[src/rtl/pcs_pkg.sv]
package pcs_pkg;

    typedef enum logic [2:0] {
        OP_NEXT   = 3'd0,
        OP_BRANCH = 3'd1,
        OP_SCALL  = 3'd2,
        OP_LCALL  = 3'd3,
        OP_RET    = 3'd4,
        OP_RETI   = 3'd5,
        OP_EI     = 3'd6,
        OP_DI     = 3'd7
    } op_e;

    typedef enum logic [1:0] {
        S_BOOT = 2'd0,
        S_RUN  = 2'd1,
        S_HALT = 2'd2
    } st_e;

    // Entry address for interrupt source idx (idx 0 has the highest priority)
    function automatic logic [11:0] irq_vector(input int idx);
        case (idx)
            0:       return 12'h002;
            1:       return 12'h006;
            2:       return 12'h00A;
            default: return 12'h00C;
        endcase
    endfunction

endpackage

[src/rtl/pcs_target.sv]
module pcs_target
    import pcs_pkg::*;
#(
    parameter int PCW = 12
) (
    input  op_e            opc,
    input  logic           len2,
    input  logic [PCW-1:0] fld,
    input  logic           sflag,
    input  logic [PCW-1:0] pc_cur,
    output logic [PCW-1:0] seq_pc,
    output logic [PCW-1:0] tgt_pc
);
    localparam logic [PCW-1:0] SC_ZERO = PCW'(12'h086);
    localparam logic [PCW-1:0] SC_OFS  = PCW'(6);

    logic [3:0]     sc_n;
    logic [PCW-1:0] sc_pc;
    logic [PCW-1:0] lc_pc;

    assign sc_n   = fld[3:0];
    assign seq_pc = pc_cur + (len2 ? PCW'(2) : PCW'(1));

    always_comb begin
        if (sc_n == 4'd0) begin
            sc_pc = SC_ZERO;
        end else begin
            sc_pc = (PCW'(sc_n) << 3) + SC_OFS;
        end
        lc_pc = {1'b0, fld[PCW-2:0]};
    end

    always_comb begin
        unique case (opc)
            OP_BRANCH: tgt_pc = sflag ? fld : seq_pc;
            OP_SCALL:  tgt_pc = sc_pc;
            OP_LCALL:  tgt_pc = lc_pc;
            default:   tgt_pc = seq_pc;
        endcase
    end

endmodule

[src/rtl/pcs_irq_pick.sv]
module pcs_irq_pick
    import pcs_pkg::*;
#(
    parameter int NIRQ = 4,
    parameter int PCW  = 12
) (
    input  logic [NIRQ-1:0] req,
    input  logic            en,
    output logic            take,
    output logic [NIRQ-1:0] grant,
    output logic [PCW-1:0]  vec
);
    always_comb begin
        grant = '0;
        vec   = '0;
        for (int i = NIRQ - 1; i >= 0; i--) begin
            if (req[i]) begin
                grant    = '0;
                grant[i] = 1'b1;
                vec      = PCW'(irq_vector(i));
            end
        end
        take = en && (req != '0);
    end

    // at most one source is granted, and only when some request exists
    always_comb begin
        a_r7_grant_onehot : assert ($onehot0(grant) && ((grant != '0) == (req != '0)));
    end

endmodule

[src/rtl/pcs_ret_stack.sv]
module pcs_ret_stack #(
    parameter int DEPTH = 13,
    parameter int W     = 16,
    localparam int SPW  = $clog2(DEPTH + 1)
) (
    input  logic           clk,
    input  logic           rst_n,
    input  logic           push,
    input  logic           pop,
    input  logic           load,
    input  logic [SPW-1:0] load_val,
    input  logic [W-1:0]   wdata,
    output logic [W-1:0]   rdata,
    output logic [SPW-1:0] sp,
    output logic           at_floor,
    output logic           at_base
);
    localparam logic [SPW-1:0] TOP = SPW'(DEPTH);

    logic [W-1:0]   mem [DEPTH];
    logic [SPW-1:0] sp_q;
    logic [SPW-1:0] base_q;
    logic [SPW-1:0] sp_dec;
    logic [SPW-1:0] ld_clamp;

    assign sp       = sp_q;
    assign sp_dec   = sp_q - SPW'(1);
    assign at_floor = (sp_q == '0);
    assign at_base  = (sp_q == base_q);
    assign ld_clamp = (load_val > TOP) ? TOP : load_val;
    assign rdata    = (sp_q < TOP) ? mem[sp_q] : '0;

    always_ff @(posedge clk) begin
        if (!rst_n) begin
            sp_q   <= TOP;
            base_q <= TOP;
        end else if (load) begin
            sp_q   <= ld_clamp;
            base_q <= ld_clamp;
        end else if (push) begin
            sp_q <= sp_dec;
        end else if (pop) begin
            sp_q <= sp_q + SPW'(1);
        end
    end

    always_ff @(posedge clk) begin
        if (push && !load) begin
            mem[sp_dec] <= wdata;
        end
    end

    a_r4_push_dec : assert property (@(posedge clk) disable iff (!rst_n)
        (push && !load) |=> (sp_q == $past(sp_q) - SPW'(1)));

    a_r6_pop_inc : assert property (@(posedge clk) disable iff (!rst_n)
        (pop && !push && !load) |=> (sp_q == $past(sp_q) + SPW'(1)));

    a_r11_no_push_at_floor : assert property (@(posedge clk) disable iff (!rst_n)
        push |-> !at_floor);

    a_r12_no_pop_at_base : assert property (@(posedge clk) disable iff (!rst_n)
        pop |-> !at_base);

    a_r10_sp_in_range : assert property (@(posedge clk) disable iff (!rst_n)
        sp_q <= TOP);

endmodule

[src/rtl/pc_stack_seq.sv]
module pc_stack_seq
    import pcs_pkg::*;
#(
    parameter int PCW   = 12,
    parameter int FLGW  = 4,
    parameter int NIRQ  = 4,
    parameter int DEPTH = 13,
    localparam int SPW  = $clog2(DEPTH + 1)
) (
    input  logic            clk,
    input  logic            rst_n,
    input  logic            step,
    input  logic [2:0]      op,
    input  logic            len2,
    input  logic [PCW-1:0]  fld,
    input  logic            sflag,
    input  logic [FLGW-1:0] flags_in,
    input  logic [NIRQ-1:0] irq_req,
    input  logic            sp_load,
    input  logic [SPW-1:0]  sp_val,
    output logic [PCW-1:0]  pc,
    output logic [SPW-1:0]  sp,
    output logic            ie,
    output logic [FLGW-1:0] flags_out,
    output logic            stk_ovf,
    output logic            stk_udf
);
    localparam int EW = PCW + FLGW;

    st_e             st_q, st_d;
    op_e             opc;
    logic [PCW-1:0]  pc_q, pc_d;
    logic            ie_q, ie_d;
    logic [FLGW-1:0] flg_q, flg_d;
    logic            ovf_q, udf_q;

    logic [PCW-1:0]  seq_pc, tgt_pc, vec;
    logic [NIRQ-1:0] grant;
    logic            take_raw;
    logic [EW-1:0]   wdata, rdata;
    logic            at_floor, at_base;

    logic run_step, is_call, is_ret;
    logic want_push, want_pop, ovf_hit, udf_hit;
    logic do_push, do_pop, do_load, fault;

    assign opc = op_e'(op);

    pcs_target #(.PCW(PCW)) u_tgt (
        .opc    (opc),
        .len2   (len2),
        .fld    (fld),
        .sflag  (sflag),
        .pc_cur (pc_q),
        .seq_pc (seq_pc),
        .tgt_pc (tgt_pc)
    );

    pcs_irq_pick #(.NIRQ(NIRQ), .PCW(PCW)) u_pick (
        .req   (irq_req),
        .en    (ie_q),
        .take  (take_raw),
        .grant (grant),
        .vec   (vec)
    );

    pcs_ret_stack #(.DEPTH(DEPTH), .W(EW)) u_stk (
        .clk      (clk),
        .rst_n    (rst_n),
        .push     (do_push),
        .pop      (do_pop),
        .load     (do_load),
        .load_val (sp_val),
        .wdata    (wdata),
        .rdata    (rdata),
        .sp       (sp),
        .at_floor (at_floor),
        .at_base  (at_base)
    );

    // Control decode
    always_comb begin
        run_step  = (st_q == S_RUN) && step;
        is_call   = (opc == OP_SCALL) || (opc == OP_LCALL);
        is_ret    = (opc == OP_RET) || (opc == OP_RETI);
        want_push = run_step && (take_raw || is_call);
        want_pop  = run_step && !take_raw && is_ret;
        ovf_hit   = want_push && at_floor;
        udf_hit   = want_pop && at_base;
        fault     = ovf_hit || udf_hit;
        do_push   = want_push && !at_floor;
        do_pop    = want_pop && !at_base;
        do_load   = (st_q == S_RUN) && !step && sp_load;
        wdata     = {flags_in, (take_raw ? pc_q : seq_pc)};
    end

    // State register
    always_ff @(posedge clk) begin
        if (!rst_n) begin
            st_q <= S_BOOT;
        end else begin
            st_q <= st_d;
        end
    end

    // Next state
    always_comb begin
        st_d = st_q;
        unique case (st_q)
            S_BOOT:  st_d = S_RUN;
            S_RUN:   st_d = fault ? S_HALT : S_RUN;
            S_HALT:  st_d = S_HALT;
            default: st_d = S_BOOT;
        endcase
    end

    // Next outputs
    always_comb begin
        pc_d  = pc_q;
        ie_d  = ie_q;
        flg_d = flg_q;
        if (run_step && !fault) begin
            if (take_raw) begin
                pc_d = vec;
                ie_d = 1'b0;
            end else begin
                unique case (opc)
                    OP_RET: begin
                        pc_d = rdata[PCW-1:0];
                    end
                    OP_RETI: begin
                        pc_d  = rdata[PCW-1:0];
                        flg_d = rdata[EW-1:PCW];
                        ie_d  = 1'b1;
                    end
                    OP_EI: begin
                        pc_d = tgt_pc;
                        ie_d = 1'b1;
                    end
                    OP_DI: begin
                        pc_d = tgt_pc;
                        ie_d = 1'b0;
                    end
                    default: begin
                        pc_d = tgt_pc;
                    end
                endcase
            end
        end
    end

    // Output registers
    always_ff @(posedge clk) begin
        if (!rst_n) begin
            pc_q  <= '0;
            ie_q  <= 1'b0;
            flg_q <= '0;
            ovf_q <= 1'b0;
            udf_q <= 1'b0;
        end else begin
            pc_q  <= pc_d;
            ie_q  <= ie_d;
            flg_q <= flg_d;
            if (ovf_hit) ovf_q <= 1'b1;
            if (udf_hit) udf_q <= 1'b1;
        end
    end

    assign pc        = pc_q;
    assign ie        = ie_q;
    assign flags_out = flg_q;
    assign stk_ovf   = ovf_q;
    assign stk_udf   = udf_q;

    a_r1_boot_clean : assert property (@(posedge clk) disable iff (!rst_n)
        (st_q == S_BOOT) |-> (pc_q == '0 && !ie_q && !ovf_q && !udf_q));

    a_r7_entry_clears_ie : assert property (@(posedge clk) disable iff (!rst_n)
        (run_step && take_raw && !fault) |=> !ie_q);

    a_r8_reti_sets_ie : assert property (@(posedge clk) disable iff (!rst_n)
        (do_pop && opc == OP_RETI) |=> ie_q);

    a_r13_halt_freeze : assert property (@(posedge clk) disable iff (!rst_n)
        (st_q == S_HALT) |=> ($stable(pc_q) && $stable(sp) && $stable(ie_q)));

    a_r11_fault_halts : assert property (@(posedge clk) disable iff (!rst_n)
        (ovf_hit || udf_hit) |=> (st_q == S_HALT));

endmodule

[config.mk]
export PLATFORM = sky130hd
export DESIGN_NAME = pc_stack_seq
export DESIGN_NICKNAME = d
export VERILOG_FILES = /design/src/rtl/pcs_pkg.sv /design/src/rtl/pcs_target.sv /design/src/rtl/pcs_irq_pick.sv /design/src/rtl/pcs_ret_stack.sv /design/src/rtl/pc_stack_seq.sv
export SDC_FILE = /design/constraint.sdc
export NUM_CORES = 1
export LEC_CHECK = 0
export ABC_AREA = 1
export BUFFER_PORTS_ARGS = -buffer_cell sky130_fd_sc_hd__buf_2
export CAP_MARGIN = 10
export CORE_AREA = 2 2 147 149
export DETAILED_ROUTE_END_ITERATION = 8
export DIE_AREA = 0 0 149 151
export PLACE_DENSITY = 0.86
export SLEW_MARGIN = 25
export SYNTH_ARGS = -nofsm -noshare
export SYNTH_HDL_FRONTEND = slang
export SYNTH_HIERARCHICAL = 1
export SYNTH_SLANG_ARGS = --single-unit
[constraint.sdc]
create_clock -name clk -period 3.3 [get_ports clk]
set_input_delay 0.495 -clock clk [delete_from_list [all_inputs] [get_ports clk]]
set_output_delay 0.495 -clock clk [all_outputs]
set_load 0.01 [all_outputs]
==> metrics.cfg <==
[worst_setup_path]
crit_buf_inv = 4
endpoint_kind = flop
worstPathCellList = inv_1 > ha_1 > inv_1 > nor3_1 > nor2_1 > nand2_1 > inv_1 > nand2_1 > nor2_2 > buf_4
crit_fanout = 9
slowest_stage = dfxtp_1
worstSetupStartpointType = flop
required_ns = 3.54
crit_path_max_incr_delay_ns = 0.47
rr_worst_depth = 10
critical_path.most_common_cell = inv_1
r2r_slack_ns = 0.56
reg2reg_to = u_stk/mem[11][10]
timing.rr.start = u_stk/sp[0]
cp_top_family = simple AND/OR/NAND/NOR gates
critPathKind = flop to flop
worstPathArrival_ns = 2.97

[route]
num_vias = 8710
route.detailed.drc = 0
drtAntennaViolNets = 0
wl_um = 27600
wl_per_cell_um = 18.0
dr.pass1.iters = 7
via_per_inst = 5.69
first_iter_violations = 984

[place]
place_hpwl_um = 17600
port_buffers = 55
place_congestion = 0.913
placed_cell_area_um2 = 11900

[grt]
grt.overflow.total = 0
grt_max_degree = 113
grt_pass1_wl_um = 42800
antenna_found_initial = 0
first_global_vias = 8229
grt_usage_pct = 24.6

[finish]
final_layout_size_suffix_gt1_share_pct = 14.7
seqCellArea_um2 = 6910
area.growth.synth_to_final_pct = 10.8
nNetsFinal = 1282
n_fill_cell = 1634
diodes = 0
multi_input_comb_area_um2 = 3760
final_area_um2 = 12700

[power_and_ir_drop]
vdd_ir_drop_max_mv = 0.428
cellLeakagePower_nw = 5.08
power.total_mw = 7.20
p_per_area_nw_per_um2 = 568

[clock_tree]
clock_latency_ns = 0.54
holdBufCountCts = 0
cts_tree = done
cts_buffer_depth = 3
cts_root_buf = clkbuf_16
cts-resized-gates = 0
clock-sinks = 241
htreeDepth = 1
clkTransAtPathRegs_ns = 0.06
cts_inserted_buffers = 24
cts_setup_buffers = 0

[die]
dieArea_um2 = 22500
core_um2 = 20800
io_pins = 56
die_h_um = 151
die_w_um = 149
initial_core_util_pct = 55.0
rows = 53

[sta]
fmax_mhz = 365
worstMarginPinSlew_ns = 0.875
finalCritPeriodShare_pct = 82.9
finalSetupViolCount = 0
slew_headroom_pct = 41.6
final.setup.tns_ns = 0
rsz0062_at_grt = false
slew_viol_final = 0
hold_viol = 0
finalClockSkew_ns = 0.0126
period_needed_ns = 2.74

[logic_synthesis]
avgSynthCellArea_um2 = 9.58
synth_area_um2 = 11400
netlist_instances = 1195
ys_warn_count = 6

[hold_path]
hold_path_class = input pin to flop
whs_path_depth = 3
holdPathEnd = u_stk/base_q[3]
hold_start = sp_val[3]

[run]
cap_violations = 0

[status]
status = complete, no violations

-- state kept, by name (all words and copies together) (netlist names), named ones only --
signal / count
flags_out: 4
ie: 1
pc: 12
st_q: 2
stk_ovf: 1
stk_udf: 1
u_stk/base_q: 4
u_stk/mem: 208
u_stk/sp: 4
-- worst max-delay path by stage --
| stage | startpoint | endpoint | depth (start not counted) |
|---|---|---|---|
| after detailed placement | irq_req[3] | u_stk/mem[11][10] | 12 |
| after CTS | u_stk/sp[0] | u_stk/mem[11][9] | 10 |
| after global routing | u_stk/sp[0] | u_stk/mem[10][0] | 10 |
| after global placement | irq_req[3] | u_stk/mem[11][7] | 12 |
| final | u_stk/sp[0] | u_stk/mem[11][10] | 10 |
| after floorplan | irq_req[3] | u_stk/mem[12][0] | 10 |
-- stage by stage --
stage                     instances  util, %  worst slack (ns)  hold slack [ns]
after floorplan                1203        -             0.156            0.449
final                          1532     60.9             0.563            0.232
after global routing           1532     60.9             0.319            0.254
after detailed placement       1489     56.9             0.610            0.454
after CTS                      1532     60.9             0.609            0.223
after global placement         1489     56.9             0.682            0.438
-- cells in the final DEF (no fill, tap or decap), types with 2 or more instances in the layout --
| cell | n |
|---|---|
| clkinv_1 | 3 |
| nand3_4 | 2 |
| nor3_4 | 2 |
| xor2_2 | 3 |
| nor2_4 | 2 |
| clkbuf_1 | 3 |
| nand2_2 | 15 |
| and2_1 | 5 |
| nand4_1 | 5 |
| o21ai_0 | 32 |
| nor2_2 | 16 |
| buf_4 | 21 |
| nor2_1 | 132 |
| inv_2 | 9 |
| clkbuf_16 | 24 |
| a21oi_2 | 11 |
| inv_1 | 88 |
| nand2_1 | 343 |
| a31oi_1 | 13 |
| a21oi_1 | 30 |
| ha_1 | 8 |
| edfxtp_1 | 208 |
| or2_2 | 2 |
| buf_12 | 2 |
| buf_2 | 55 |
| nand3_1 | 127 |
| bufinv_16 | 4 |
| o211ai_1 | 19 |
| conb_1 | 9 |
| dfxtp_1 | 31 |
| o21ai_1 | 8 |
| clkinv_2 | 5 |
| xnor2_1 | 2 |
| nand3_2 | 3 |
-- power by group --
group	switching (mW)	internal (mW)	leakage, nW	total [mW]
Sequential	0.0454	3.36	2.15	3.41
Combinational	0.676	0.281	2.52	0.957
Clock	1.16	1.68	0.403	2.84
-- worst min-delay path, delay by kind of cell --
family / cells / cell delay (ns)
buf+inv: 1 / 0.09
simple gates: 2 / 0.14
-- per-layer routing --
metal	global-route usage (%)	part of all wire [%]	vias up
li1	-	-	4039
met1	30.9	37	4110
met2	43.1	51	472
met3	3.34	8.5	89
met4	10.0	4.1	0
met5	0	0	-
-- layout make-up --
cell class | instances | area share [%]
sequential | 241 | 54.5
clock buffer | 28 | 4.93
tap | 275 | 2.71
clock inverter | 15 | 1.60
inverter | 97 | 2.87
timing repair buffer | 78 | 3.73
multi-input combinational | 798 | 29.7
Note: power is estimated with default switching activity, not from simulation.
